## src/rtl/irqc_pkg.sv

```systemverilog
package irqc_pkg;
    localparam int unsigned SRC_COUNT = 7;
    localparam int unsigned BUS_W     = SRC_COUNT + 1;

    typedef enum logic {
        SEL_FLAGS   = 1'b0,
        SEL_ENABLES = 1'b1
    } reg_sel_e;

    // Source positions; the read-back order is fixed by these.
    localparam int unsigned SRC_A_LINE2 = 0;
    localparam int unsigned SRC_A_LINE1 = 1;
    localparam int unsigned SRC_SHIFT   = 2;
    localparam int unsigned SRC_B_LINE2 = 3;
    localparam int unsigned SRC_B_LINE1 = 4;
    localparam int unsigned SRC_TMR2    = 5;
    localparam int unsigned SRC_TMR1    = 6;
endpackage

```

## src/rtl/irqc_flag_bank.sv

```systemverilog
module irqc_flag_bank #(
    parameter int unsigned N = 7
) (
    input  logic         clk,
    input  logic         rst_n,
    input  logic [N-1:0] set_i,
    input  logic [N-1:0] clr_i,
    input  logic         wr_i,
    input  logic [N-1:0] wmask_i,
    output logic [N-1:0] flag_o
);
    // One cell per source; a set strobe takes priority over any clear.
    for (genvar i = 0; i < N; i++) begin : g_cell
        logic kill;
        assign kill = clr_i[i] | (wr_i & wmask_i[i]);
        always_ff @(posedge clk) begin
            if (!rst_n)
                flag_o[i] <= 1'b0;
            else if (set_i[i])
                flag_o[i] <= 1'b1;
            else if (kill)
                flag_o[i] <= 1'b0;
        end
    end
endmodule

```

## src/rtl/irqc_enable_bank.sv

```systemverilog
module irqc_enable_bank #(
    parameter int unsigned N = 7
) (
    input  logic         clk,
    input  logic         rst_n,
    input  logic         wr_i,
    input  logic         set_mode_i,
    input  logic [N-1:0] mask_i,
    output logic [N-1:0] en_o
);
    logic [N-1:0] en_next;

    always_comb begin
        en_next = en_o;
        if (wr_i) begin
            if (set_mode_i)
                en_next = en_o | mask_i;
            else
                en_next = en_o & ~mask_i;
        end
    end

    always_ff @(posedge clk) begin
        if (!rst_n)
            en_o <= '0;
        else
            en_o <= en_next;
    end
endmodule

```

## src/rtl/irqc_read_mux.sv

```systemverilog
module irqc_read_mux
    import irqc_pkg::*;
#(
    parameter int unsigned N = 7
) (
    input  logic         sel_i,
    input  logic [N-1:0] flag_i,
    input  logic [N-1:0] en_i,
    output logic         pending_o,
    output logic [N:0]   rdata_o
);
    assign pending_o = |(flag_i & en_i);

    always_comb begin
        if (sel_i == SEL_ENABLES)
            rdata_o = {1'b1, en_i};
        else
            rdata_o = {pending_o, flag_i};
    end
endmodule

```

## src/rtl/irq_flag_ctrl.sv

```systemverilog
module irq_flag_ctrl
    import irqc_pkg::*;
#(
    parameter int unsigned N  = SRC_COUNT,
    localparam int unsigned DW = N + 1
) (
    input  logic          clk,
    input  logic          rst_n,
    input  logic          reg_sel,
    input  logic          wr_en,
    input  logic [DW-1:0] wdata,
    input  logic [N-1:0]  src_set,
    input  logic [N-1:0]  src_clr,
    output logic [DW-1:0] rdata,
    output logic          irq_n
);
    logic [N-1:0] flag_vec;
    logic [N-1:0] en_vec;
    logic         wr_flags;
    logic         wr_enables;
    logic         pending;

    assign wr_flags   = wr_en && (reg_sel == SEL_FLAGS);
    assign wr_enables = wr_en && (reg_sel == SEL_ENABLES);

    irqc_flag_bank #(.N(N)) u_flags (
        .clk     (clk),
        .rst_n   (rst_n),
        .set_i   (src_set),
        .clr_i   (src_clr),
        .wr_i    (wr_flags),
        .wmask_i (wdata[N-1:0]),
        .flag_o  (flag_vec)
    );

    irqc_enable_bank #(.N(N)) u_enables (
        .clk        (clk),
        .rst_n      (rst_n),
        .wr_i       (wr_enables),
        .set_mode_i (wdata[DW-1]),
        .mask_i     (wdata[N-1:0]),
        .en_o       (en_vec)
    );

    irqc_read_mux #(.N(N)) u_rmux (
        .sel_i     (reg_sel),
        .flag_i    (flag_vec),
        .en_i      (en_vec),
        .pending_o (pending),
        .rdata_o   (rdata)
    );

    assign irq_n = ~pending;
endmodule

```

## config.mk

```make
export PLATFORM = sky130hd
export DESIGN_NAME = irq_flag_ctrl
export DESIGN_NICKNAME = d
export VERILOG_FILES = /design/src/rtl/irqc_pkg.sv /design/src/rtl/irqc_flag_bank.sv /design/src/rtl/irqc_enable_bank.sv /design/src/rtl/irqc_read_mux.sv /design/src/rtl/irq_flag_ctrl.sv
export SDC_FILE = /design/constraint.sdc
export NUM_CORES = 1
export LEC_CHECK = 0
export BUFFER_PORTS_ARGS = -buffer_cell sky130_fd_sc_hd__buf_4
export CORE_MARGIN = 2
export CORE_UTILIZATION = 41
export CTS_BUF_LIST = sky130_fd_sc_hd__clkbuf_8
export DETAILED_ROUTE_END_ITERATION = 16
export PLACE_DENSITY_LB_ADDON = 0.3
export SETUP_SLACK_MARGIN = 0.15
export SYNTH_ARGS = -nofsm -noshare
export SYNTH_HDL_FRONTEND = slang
export SYNTH_HIERARCHICAL = 1
export SYNTH_SLANG_ARGS = --single-unit
```

## constraint.sdc

```tcl
create_clock -name clk -period 2.72 [get_ports clk]
set_input_delay 0.408 -clock clk [delete_from_list [all_inputs] [get_ports clk]]
set_output_delay 0.408 -clock clk [all_outputs]
set_load 0.01 [all_outputs]
```

==> impl_results.md, run 1 <==
- Reg2reg setup slack: 1.95 ns
- DRC viols: 0
- Share of the yosys chip area belonging to registers: 0.4043
- DR vias: 675
- Cell taking the most area after synthesis: dfxtp_1
- Mean Syn Cell Area: 9.367 µm²
- Crit path max fanout: 3
- Initial antenna violation count: 0
- Post-synth EDFFs: 0
- DP HPWL: 1253 µm
- Crit Path Category: reg2out
- TritonCTS clock tree: done
- Setup Buffers After CTS: 0
- Vias in the first global route: 620
- Post-synth net total: 100
- Post-Layout Inst Area: 999.7 µm²
- GRT Total Usage: 0.1784
- Comb pwr share: 0.186
- Clock power share: 0.350
- Antenna-violating nets left: 0
- Final Hold Vio Count: 0
- CP Capture Type: output pin
- DRT Pass-1 Iters: 4
- First DRT Iteration DRCs: 24
- Cells on worst reg2reg path: 3
- Warnings, synthesis: 6
- Die Width: 45.12 µm
- RSZ-0062 raised after global routing: false
- Initial Util: 0.4497
- Area Overhead vs Synth: 44.22%
- Max IR drop VDD: 0.5490 mV
- Total CTS buffers: 3
- Time the worst path needs with I/O delays and setup: 1.735 ns
- Static leakage: 0.4847 nW
- Sequential share of power: 0.464
- Internal power: 0.3677 mW
- Top-area cell type share of the netlist area: 0.4043
- Sw Pwr: 0.1151 mW
- Post-Synthesis Cells: 74
- Number of buffers added on ports: 34
- Capture point of the worst reg-to-reg path: u_flags/flag_o[5]
- Synth top area cells: dfxtp_1 40%, mux2_2 11%, mux2i_1 10%
- CTS Root Cell: clkbuf_8
- Max-cap violations: 0
- Pwr/cell area: 482.9 mW/mm²
- Final Max Tran Viols: 0
- Via/cell ratio: 5.400
- NumNets Final: 137
- Status: finished, final reports clean
- FMAX: 576.5 MHz
- Setup-failing EPs final: 0
- Fin crit share: 0.6377
- Mapped Area: 693.2 µm²
- Slew @ Worst Pin: 0.4098 ns
- H-tree depth: 1
- Netlist cell types: 16
- Avg WL per Cell: 13.36 µm
- Setup Skew: 0 ns
- Hold Path Origin: src_set[0]
- Final setup TNS: 0 ns
- # IOs: 35
- Hold depth: 2
- Predominant post-synthesis flop cell: dfxtp_1
- Hold_buf cts: 0
- Post-Route WL: 1670 µm
- Req. time, crit path: 2.31 ns
- Total die area: 0.002035 mm²
- Grt ovf: 0
- PostCTS Resize Cnt: 0
- Share of layout cells above drive strength 1: 0.4404
- Floorplan core area: 0.001541 mm²
- CTS Sinks: 14
- Pwr Total: 0.4828 mW
- Clk pin slew, worst setup/hold paths: 0.06 ns
- Worst setup SP type: flop
- CP Data Arrival Time: 1.33 ns
- End of the critical path: rdata[7]
- Placed Area: 958.4 µm²
- Clock tree buffer depth: 2
- Slew HR: 0.7268
- Worst Hold Class: in2reg
- Async set-reset flop share out of synthesis: 0
- Sw Ratio: 0.2385
- ANT cells: 0
- Final RePlAce weighted congestion: 0.7170
- Synthesized flop and latch total: 14
- Clock latency on the worst-skew pair: 0.24 ns
- Row count: 14
- First-pass GRT wire length: 2546 µm
- Reg-to-Reg Start: u_flags/flag_o[5]
- Largest net degree at the start of global routing: 16
- Chip Height: 45.12 µm
layout make-up:
| cell class | instances | area (µm²) |
|---|---|---|
| Fill cell | 146 | 541.8 |
| Inverter | 8 | 30.03 |
| Tap cell | 16 | 20.02 |
| Timing Repair Buffer | 34 | 255.2 |
| Sequential cell | 14 | 280.3 |
| Clock buffer | 3 | 41.29 |
| Multi-Input combinational cell | 50 | 372.9 |
worst min-delay path by stage:
| stage | end | slack (ns) |
|---|---|---|
| final | u_flags/flag_o[0] | 0.37 |
| after global placement | flop | 0.46 |
| after CTS | u_flags/flag_o[5] | 0.37 |
| after detailed placement | flop | 0.47 |
| after global routing | u_flags/flag_o[2] | 0.37 |
| after floorplan | flop | 0.45 |
routing by layer:
layer	track usage	vias to the layer above	wire length, µm
met1	0.1900	319	663
li1	-	329	-
met4	0.03529	0	0
met5	0	-	0
met2	0.3257	27	875
met3	0.07600	0	131
cells by family (layout without fill, tap and decap cells):
kind of cell | after synthesis | after routing | synth area share
compound gates | 17 | 17 | 0.1949
mux | 14 | 14 | 0.2148
simple gates | 19 | 19 | 0.1282
flops | 14 | 14 | 0.4043
buf+inv | 10 | 45 | 0.05776
cell usage in the layout, fill, tap and decap left out:
master and count:
clkbuf_8 3, nand2_1 14, nand4b_1 1, and2_2 1, nand3_1 1, nand2_2 1, a211oi_1 6, mux2i_1 7
and2b_2 1, inv_1 8, mux2_2 7, dfxtp_1 14, o21a_1 7, a222oi_1 1, a22oi_1 2, a211oi_2 1
buf_4 34
Yosys cell counts (2+ instances only):
cell,instances
mux2_2,7
dfxtp_1,14
a211oi_1,6
mux2i_1,7
nand2_1,14
inv_1,8
o21a_1,7
a22oi_1,2
buf_2,2
power by group through the flow:
stage               logic (mW)  registers (mW)  clock network, mW
CTS                     0.0907           0.224              0.170
detailed placement      0.0903           0.228                  0
global route            0.0975           0.225              0.181
finish                  0.0897           0.224              0.169
floorplan               0.0415           0.225                  0
global placement        0.0892           0.227                  0
worst max-delay path: stages (launching register included):
cell and delay [ns]:
dfxtp_1 0.32, a222oi_1 0.44, nand4b_1 0.15, buf_4 0.16
metrics by stage:
stage / hold WS (ns) / instances / worst slack (ns) / utilization
final: 0.3675 / 125 / 0.9853 / 0.6485
after global routing: 0.3695 / 125 / 0.8961 / 0.6485
after CTS: 0.3688 / 125 / 0.9739 / 0.6485
after detailed placement: 0.4718 / 122 / 1.255 / 0.6218
after global placement: 0.4593 / 122 / 1.261 / 0.6218
after floorplan: 0.4474 / 74 / 1.378 / -
Power figures use the tool's default switching activity.
==> run 2, diff against run 1 <==
Settings changed: ABC_AREA set to 1.
Clock period 2.72 ns to 1.6 ns, I/O delays scaled along.
==> impl_results.md, run 2 <==
- Slew @ Worst Pin: 0.3354 ns (-0.07444 ns)
- Setup Buffers After CTS: 0 (unchanged)
- DRC viols: 0 (unchanged)
- Synthesized flop and latch total: 14 (unchanged)
- Total die area: 0.002272 mm² (+12%)
- Slew HR: 0.7762 (+0.04938)
- DR vias: 876 (+30%)
- Cell taking the most area after synthesis: dfxtp_1
- Final Max Tran Viols: 0 (unchanged)
- Clock latency on the worst-skew pair: 0.24 ns (about the same)
- Post-Layout Inst Area: 0.001112 mm² (+11%)
- Worst Hold Class: in2reg
- Die Width: 47.67 µm (+5.7%)
- Crit path buffers/inverters: 1 (unchanged)
- TritonCTS clock tree: done
- Time the worst path needs with I/O delays and setup: 1.299 ns
- Commonest non-fill, non-tap cell in the layout: nand2_1
- CTS Root Cell: clkbuf_8
- Status: finished, final reports clean
- Share of layout cells above drive strength 1: 0.2616 (-0.1787)
- Placed Area: 0.001057 mm² (+10%)
- Chip Height: 47.67 µm (+5.7%)
- Final setup TNS: 0 ns (unchanged)
- Post-synth EDFFs: 0 (unchanged)
- WHS: 0.2371 ns (-0.1304 ns)
- NumNets Final: 199 (+45%)
- Initial antenna violation count: 0 (unchanged)
- GRT Total Usage: 0.1827 (+0.004306)
- Floorplan core area: 0.001764 mm² (+14%)
- Synth cell count leaders: 61 x nand2_1, 25 x inv_1, 14 x dfxtp_1, 14 x nor2_1, 7 x nand3_1
- Post-Synthesis Cells: 135 (+82%)
- # IOs: 35 (unchanged)
- Mean Syn Cell Area: 5.793 µm² (-38%)
- Final RePlAce weighted congestion: 0.7869 (+9.7%)
- Static leakage: 0.6538 nW (+35%)
- Synth top area cells: dfxtp_1 36%, nand2_1 29%, inv_1 12%
- Top-area cell type share of the netlist area: 0.3584 (-0.04593)
- Max IR drop VDD: 0.4089 mV (-26%)
- Hold_buf cts: 0 (unchanged)
- Req. time, crit path: 1.36 ns (-0.95 ns)
- Worst setup SP type: flop
- ANT cells: 0 (unchanged)
- Vias in the first global route: 773 (+25%)
- RSZ-0062 raised after global routing: false
- H-tree depth: 1 (unchanged)
- Max-cap violations: 0 (unchanged)
- CP max stage delay: 0.32 ns (-0.12 ns)
- Count leader, synth: nand2_1
- Netlist cell types: 12 (-4)
- DRT Pass-1 Iters: 4 (unchanged)
- Grt ovf: 0 (unchanged)
- Final Hold Vio Count: 0 (unchanged)
- First-pass GRT wire length: 2932 µm (+15%)
- Row count: 15 (+1)
- Post-Route WL: 1892 µm (+13%)
- Cell mode on critical path: nand2_1
- Setup Skew: 0 ns (unchanged)
- Predominant post-synthesis flop cell: dfxtp_1
- Total CTS buffers: 3 (unchanged)
- Avg WL per Cell: 9.604 µm (-28%)
- CP Capture Type: output pin
- Post-synth net total: 161 (+61%)
- Share of the yosys chip area belonging to registers: 0.3584 (-0.04593)
- Async set-reset flop share out of synthesis: 0 (unchanged)
- Delay-heaviest family, CP: simple AND/OR/NAND/NOR gates
- First DRT Iteration DRCs: 26 (+8.3%)
- DP HPWL: 1442 µm (+15%)
- Setup-failing EPs final: 0 (unchanged)
- CP Cell Sequence: nand2_1 > nand2_1 > nor2_2 > nand3_1 > buf_4
- Pre-CTS setup slack: 0.5338 ns (-0.7210 ns)
- Mapped Area: 782.0 µm² (+13%)
- Largest net degree at the start of global routing: 11 (-5)
- Area Overhead vs Synth: 42.24%
- Via/cell ratio: 4.447 (-18%)
- Crit path max fanout: 3 (unchanged)
- Initial Util: 0.4433 (-0.006413)
- Number of buffers added on ports: 34 (unchanged)
- Warnings, synthesis: 6 (unchanged)
- CTS Sinks: 14 (unchanged)
- FMAX: 769.7 MHz
- Crit Path Category: reg2out
- Most frequent cells in the layout: 61 x nand2_1, 34 x buf_4, 25 x inv_1, 14 x nor2_1, 14 x dfxtp_1
- PostCTS Resize Cnt: 0 (unchanged)
- CP Data Arrival Time: 1.06 ns (-0.27 ns)
- Clock tree buffer depth: 2 (unchanged)
- Finished Core Util: 0.6305 (-0.01804)
- Antenna-violating nets left: 0 (unchanged)
- Setup slack after layout: 0.3008 ns (-0.6845 ns)
- Fin crit share: 0.8120
- Clk pin slew, worst setup/hold paths: 0.06 ns (about the same)
- Pwr/cell area: 820.4 mW/mm² (+70%)
- Slowest cell on the critical path: dfxtp_1
==> run 2: cell type report <==
cell class / instances / area (µm²)
fill: 173 / 651.9
inverter: 27 / 106.4
tap: 25 / 31.28
clock buffer: 4 / 55.05
sequential: 14 / 280.3
multi-input combinational: 93 / 384.1
timing repair buffer: 34 / 255.2
==> run 2: report_power, final <==
part | leakage [nW] | total [mW] | switching, mW | internal (mW)
Clock | 0.0288 | 0.350 | 0.132 | 0.218
Sequential | 0.116 | 0.385 | 0.0155 | 0.370
Combinational | 0.509 | 0.178 | 0.0864 | 0.0913
==> run 2: final timing paths <==
kind	to	slack, ns	cells past startpoint	start
max reg2reg	flop	0.95	4	flop
min reg2reg	u_flags/flag_o[5]	0.50	2	u_flags/flag_o[5]
min	u_flags/flag_o[4]	0.24	3	src_set[4]
max	rdata[7]	0.30	5	flop
==> run 2: kinds of logic after synthesis <==
kind of cell,Yosys count,share of synthesized area
AO/OA/AOI/OAI,7,0.04960
flip-flops,14,0.3584
AND/OR/NAND/NOR,86,0.4416
buffers and inverters,28,0.1504
==> run 2: metrics by stage <==
stage | instances | total power, mW
floorplan | 135 | 0.4744
detailed placement | 193 | 0.5708
CTS | 197 | 0.9141
finish | 197 | 0.9126
global placement | 193 | 0.5661
global route | 197 | 0.9463
==> run 2: worst register-to-register path: cells and delay by family, from the launching register on <==
kind,cells,cell delay [ns]
buf+inv,1,0.06
flops,1,0.35
simple gates,3,0.18
==> run 2: per-layer routing <==
layer / wire (µm) / track usage / up-vias / share of wire
li1: - / - / 469 / -
met5: 0 / 0 / - / 0
met3: 136 / 0.02264 / 4 / 0.072
met4: 19 / 0.06486 / 0 / 0.010
met2: 919 / 0.3324 / 30 / 0.49
met1: 816 / 0.2197 / 373 / 0.43
==> run 3, diff against run 2 <==
Clock period 1.6 ns to 1.25 ns, I/O delays scaled along.
==> impl_results.md, run 3 (synthesis results as in run 2) <==
- CP Cell Sequence: nand2_1 > nand2_1 > nor2_2 > nand3_1 > buf_6
- Internal power: 0.9009 mW (+33%)
- Sw Pwr: 0.3090 mW (+32%)
- Initial Util: 0.4433 (unchanged)
- CTS Root Cell: clkbuf_8
- Crit path max fanout: 3 (unchanged)
- Commonest non-fill, non-tap cell in the layout: nand2_1
- Reg2reg setup slack: 0.49 ns (-0.46 ns)
- Placed insts: 193 (unchanged)
- Req. time, crit path: 1.06 ns (-0.30 ns)
- Setup-failing EPs final: 0 (unchanged)
- Area Overhead vs Synth: 56.48%
- Hold_buf cts: 0 (unchanged)
- DRC viols: 0 (unchanged)
- Static leakage: 0.6993 nW (+7.0%)
- TritonCTS clock tree: done
- NumNets Final: 205 (+3.0%)
- Sequential share of power: 0.410 (-0.012)
- CP max stage delay: 0.33 ns (about the same)
- # IOs: 35 (unchanged)
- Avg WL per Cell: 10.65 µm (+11%)
- Pre-CTS setup slack: 0.2363 ns (-0.2975 ns)
- Initial antenna violation count: 0 (unchanged)
- Placed Area: 0.001057 mm² (unchanged)
- First DRT Iteration DRCs: 30 (+15%)
- Total CTS buffers: 3 (unchanged)
- Clock power share: 0.364 (-0.019)
- Antenna-violating nets left: 0 (unchanged)
- DR vias: 948 (+8.2%)
- Final Max Tran Viols: 0 (unchanged)
- Fin cells: 203 (+3.0%)
- Worst Hold Class: in2reg
- Finished Core Util: 0.6936 (+0.06312)
- ANT cells: 0 (unchanged)
- Final RePlAce weighted congestion: 0.7869 (unchanged)
- CP Data Arrival Time: 1.05 ns (about the same)
- Chip Height: 47.67 µm (unchanged)
- CP Capture Type: output pin
- Fill count: 160 (-7.5%)
- Largest net degree at the start of global routing: 11 (unchanged)
- Worst setup SP type: flop
- Vias in the first global route: 820 (+6.1%)
- Clock latency on the worst-skew pair: 0.24 ns (about the same)
- Floorplan core area: 0.001764 mm² (unchanged)
- Most frequent cells in the layout: 52 x nand2_1, 31 x buf_4, 25 x inv_1, 14 x nor2_1
- Setup slack after layout: 0.007720 ns (-0.2931 ns)
- Clk pin slew, worst setup/hold paths: 0.06 ns (about the same)
- Cells on worst reg2reg path: 5 (+1)
- Max-cap violations: 0 (unchanged)
- Slew @ Worst Pin: 0.3511 ns (+0.01569 ns)
- Worst hold path endpoint: u_flags/flag_o[2]
- Pwr Total: 1.210 mW (+33%)
- Status: finished, final reports clean
- First-pass GRT wire length: 3174 µm (+8.3%)
- Sw Ratio: 0.2554 (-0.0006632)
- Grt ovf: 0 (unchanged)
- Share of layout cells above drive strength 1: 0.3820 (+0.1204)
- Hold depth: 3 (unchanged)
- DP HPWL: 1442 µm (unchanged)
- Fin crit share: 0.9938
- Row count: 15 (unchanged)
- H-tree depth: 1 (unchanged)
- Total die area: 0.002272 mm² (unchanged)
- Post-Layout Inst Area: 0.001224 mm² (+10%)
- Cell mode on critical path: nand2_1
- Post-Route WL: 2161 µm (+14%)
- GRT Total Usage: 0.1951 (+0.01234)
- Slowest cell on the critical path: dfxtp_2
- DRT Pass-1 Iters: 4 (unchanged)
- Die Width: 47.67 µm (unchanged)
- Slew HR: 0.7657 (-0.01047)
- CTS Sinks: 14 (unchanged)
- RSZ-0062 raised after global routing: true
- Pwr/cell area: 988.7 mW/mm² (+21%)
- Clock tree buffer depth: 2 (unchanged)
- Area occupied by multi-input gates: 406.6 µm² (+5.9%)
- Final setup TNS: 0 ns (unchanged)
- Register area: 290.3 µm² (+3.6%)
- FMAX: 805.0 MHz
- Max IR drop VDD: 0.5413 mV (+32%)
- Number of buffers added on ports: 34 (unchanged)
- Crit Path Category: reg2out
- Time the worst path needs with I/O delays and setup: 1.242 ns
- WHS: 0.1789 ns (-0.05819 ns)
- Hold Path Origin: src_set[2]
- Comb pwr share: 0.226 (+0.031)
- Setup Skew: 0 ns (unchanged)
- Via/cell ratio: 4.670 (+5.0%)
- Final Hold Vio Count: 0 (unchanged)
[run 3: how the worst max path moves through the flow]
stage	from	end	slack, ns	depth (start not counted)
detailed placement	reg_sel	u_flags/flag_o[2]	0.24	5
finish	flop	rdata[7]	0.008	5
global placement	reg_sel	u_flags/flag_o[0]	0.26	5
CTS	u_flags/flag_o[1]	rdata[7]	0.02	5
floorplan	flop	irq_n	0.42	5
global route	flop	rdata[7]	-0.03	5
[run 3: per-layer routing]
layer  GRT usage  wire length (µm)  vias to the layer above
li1            -                 -                      481
met1      0.2380               843                      414
met2      0.3486              1106                       47
met3     0.02264               174                        6
met4     0.07568                38                        0
met5           0                 0                        -
[run 3: area by class of cell]
type / instances / area share
multi-input combinational: 93 / 0.3323
timing repair buffer: 40 / 0.2730
sequential: 14 / 0.2372
inverter: 27 / 0.08691
clock buffer: 4 / 0.04499
tap: 25 / 0.02556
[run 3: critical path, delay by kind of cell, from the launching register on]
| family | cells | cell delay, ns |
|---|---|---|
| buffers and inverters | 1 | 0.13 |
| AND/OR/NAND/NOR | 4 | 0.37 |
| flip-flops | 1 | 0.33 |
[run 3: what timing repair did]
action | CTS | global route
gates cloned | 0 | 0
setup endpoints to repair | 2 | 4
resized for setup | 4 | 22
pin swaps | 3 | 7
buffers inserted | 4 | 2
[run 3: power groups by stage]
stage | combinational [mW] | clock (mW) | sequential [mW]
6_report | 0.274 | 0.440 | 0.496
2_1_floorplan | 0.109 | 0 | 0.498
5_1_grt | 0.302 | 0.463 | 0.499
3_3_place_gp | 0.222 | 0 | 0.502
3_5_place_dp | 0.228 | 0 | 0.503
4_1_cts | 0.241 | 0.448 | 0.492
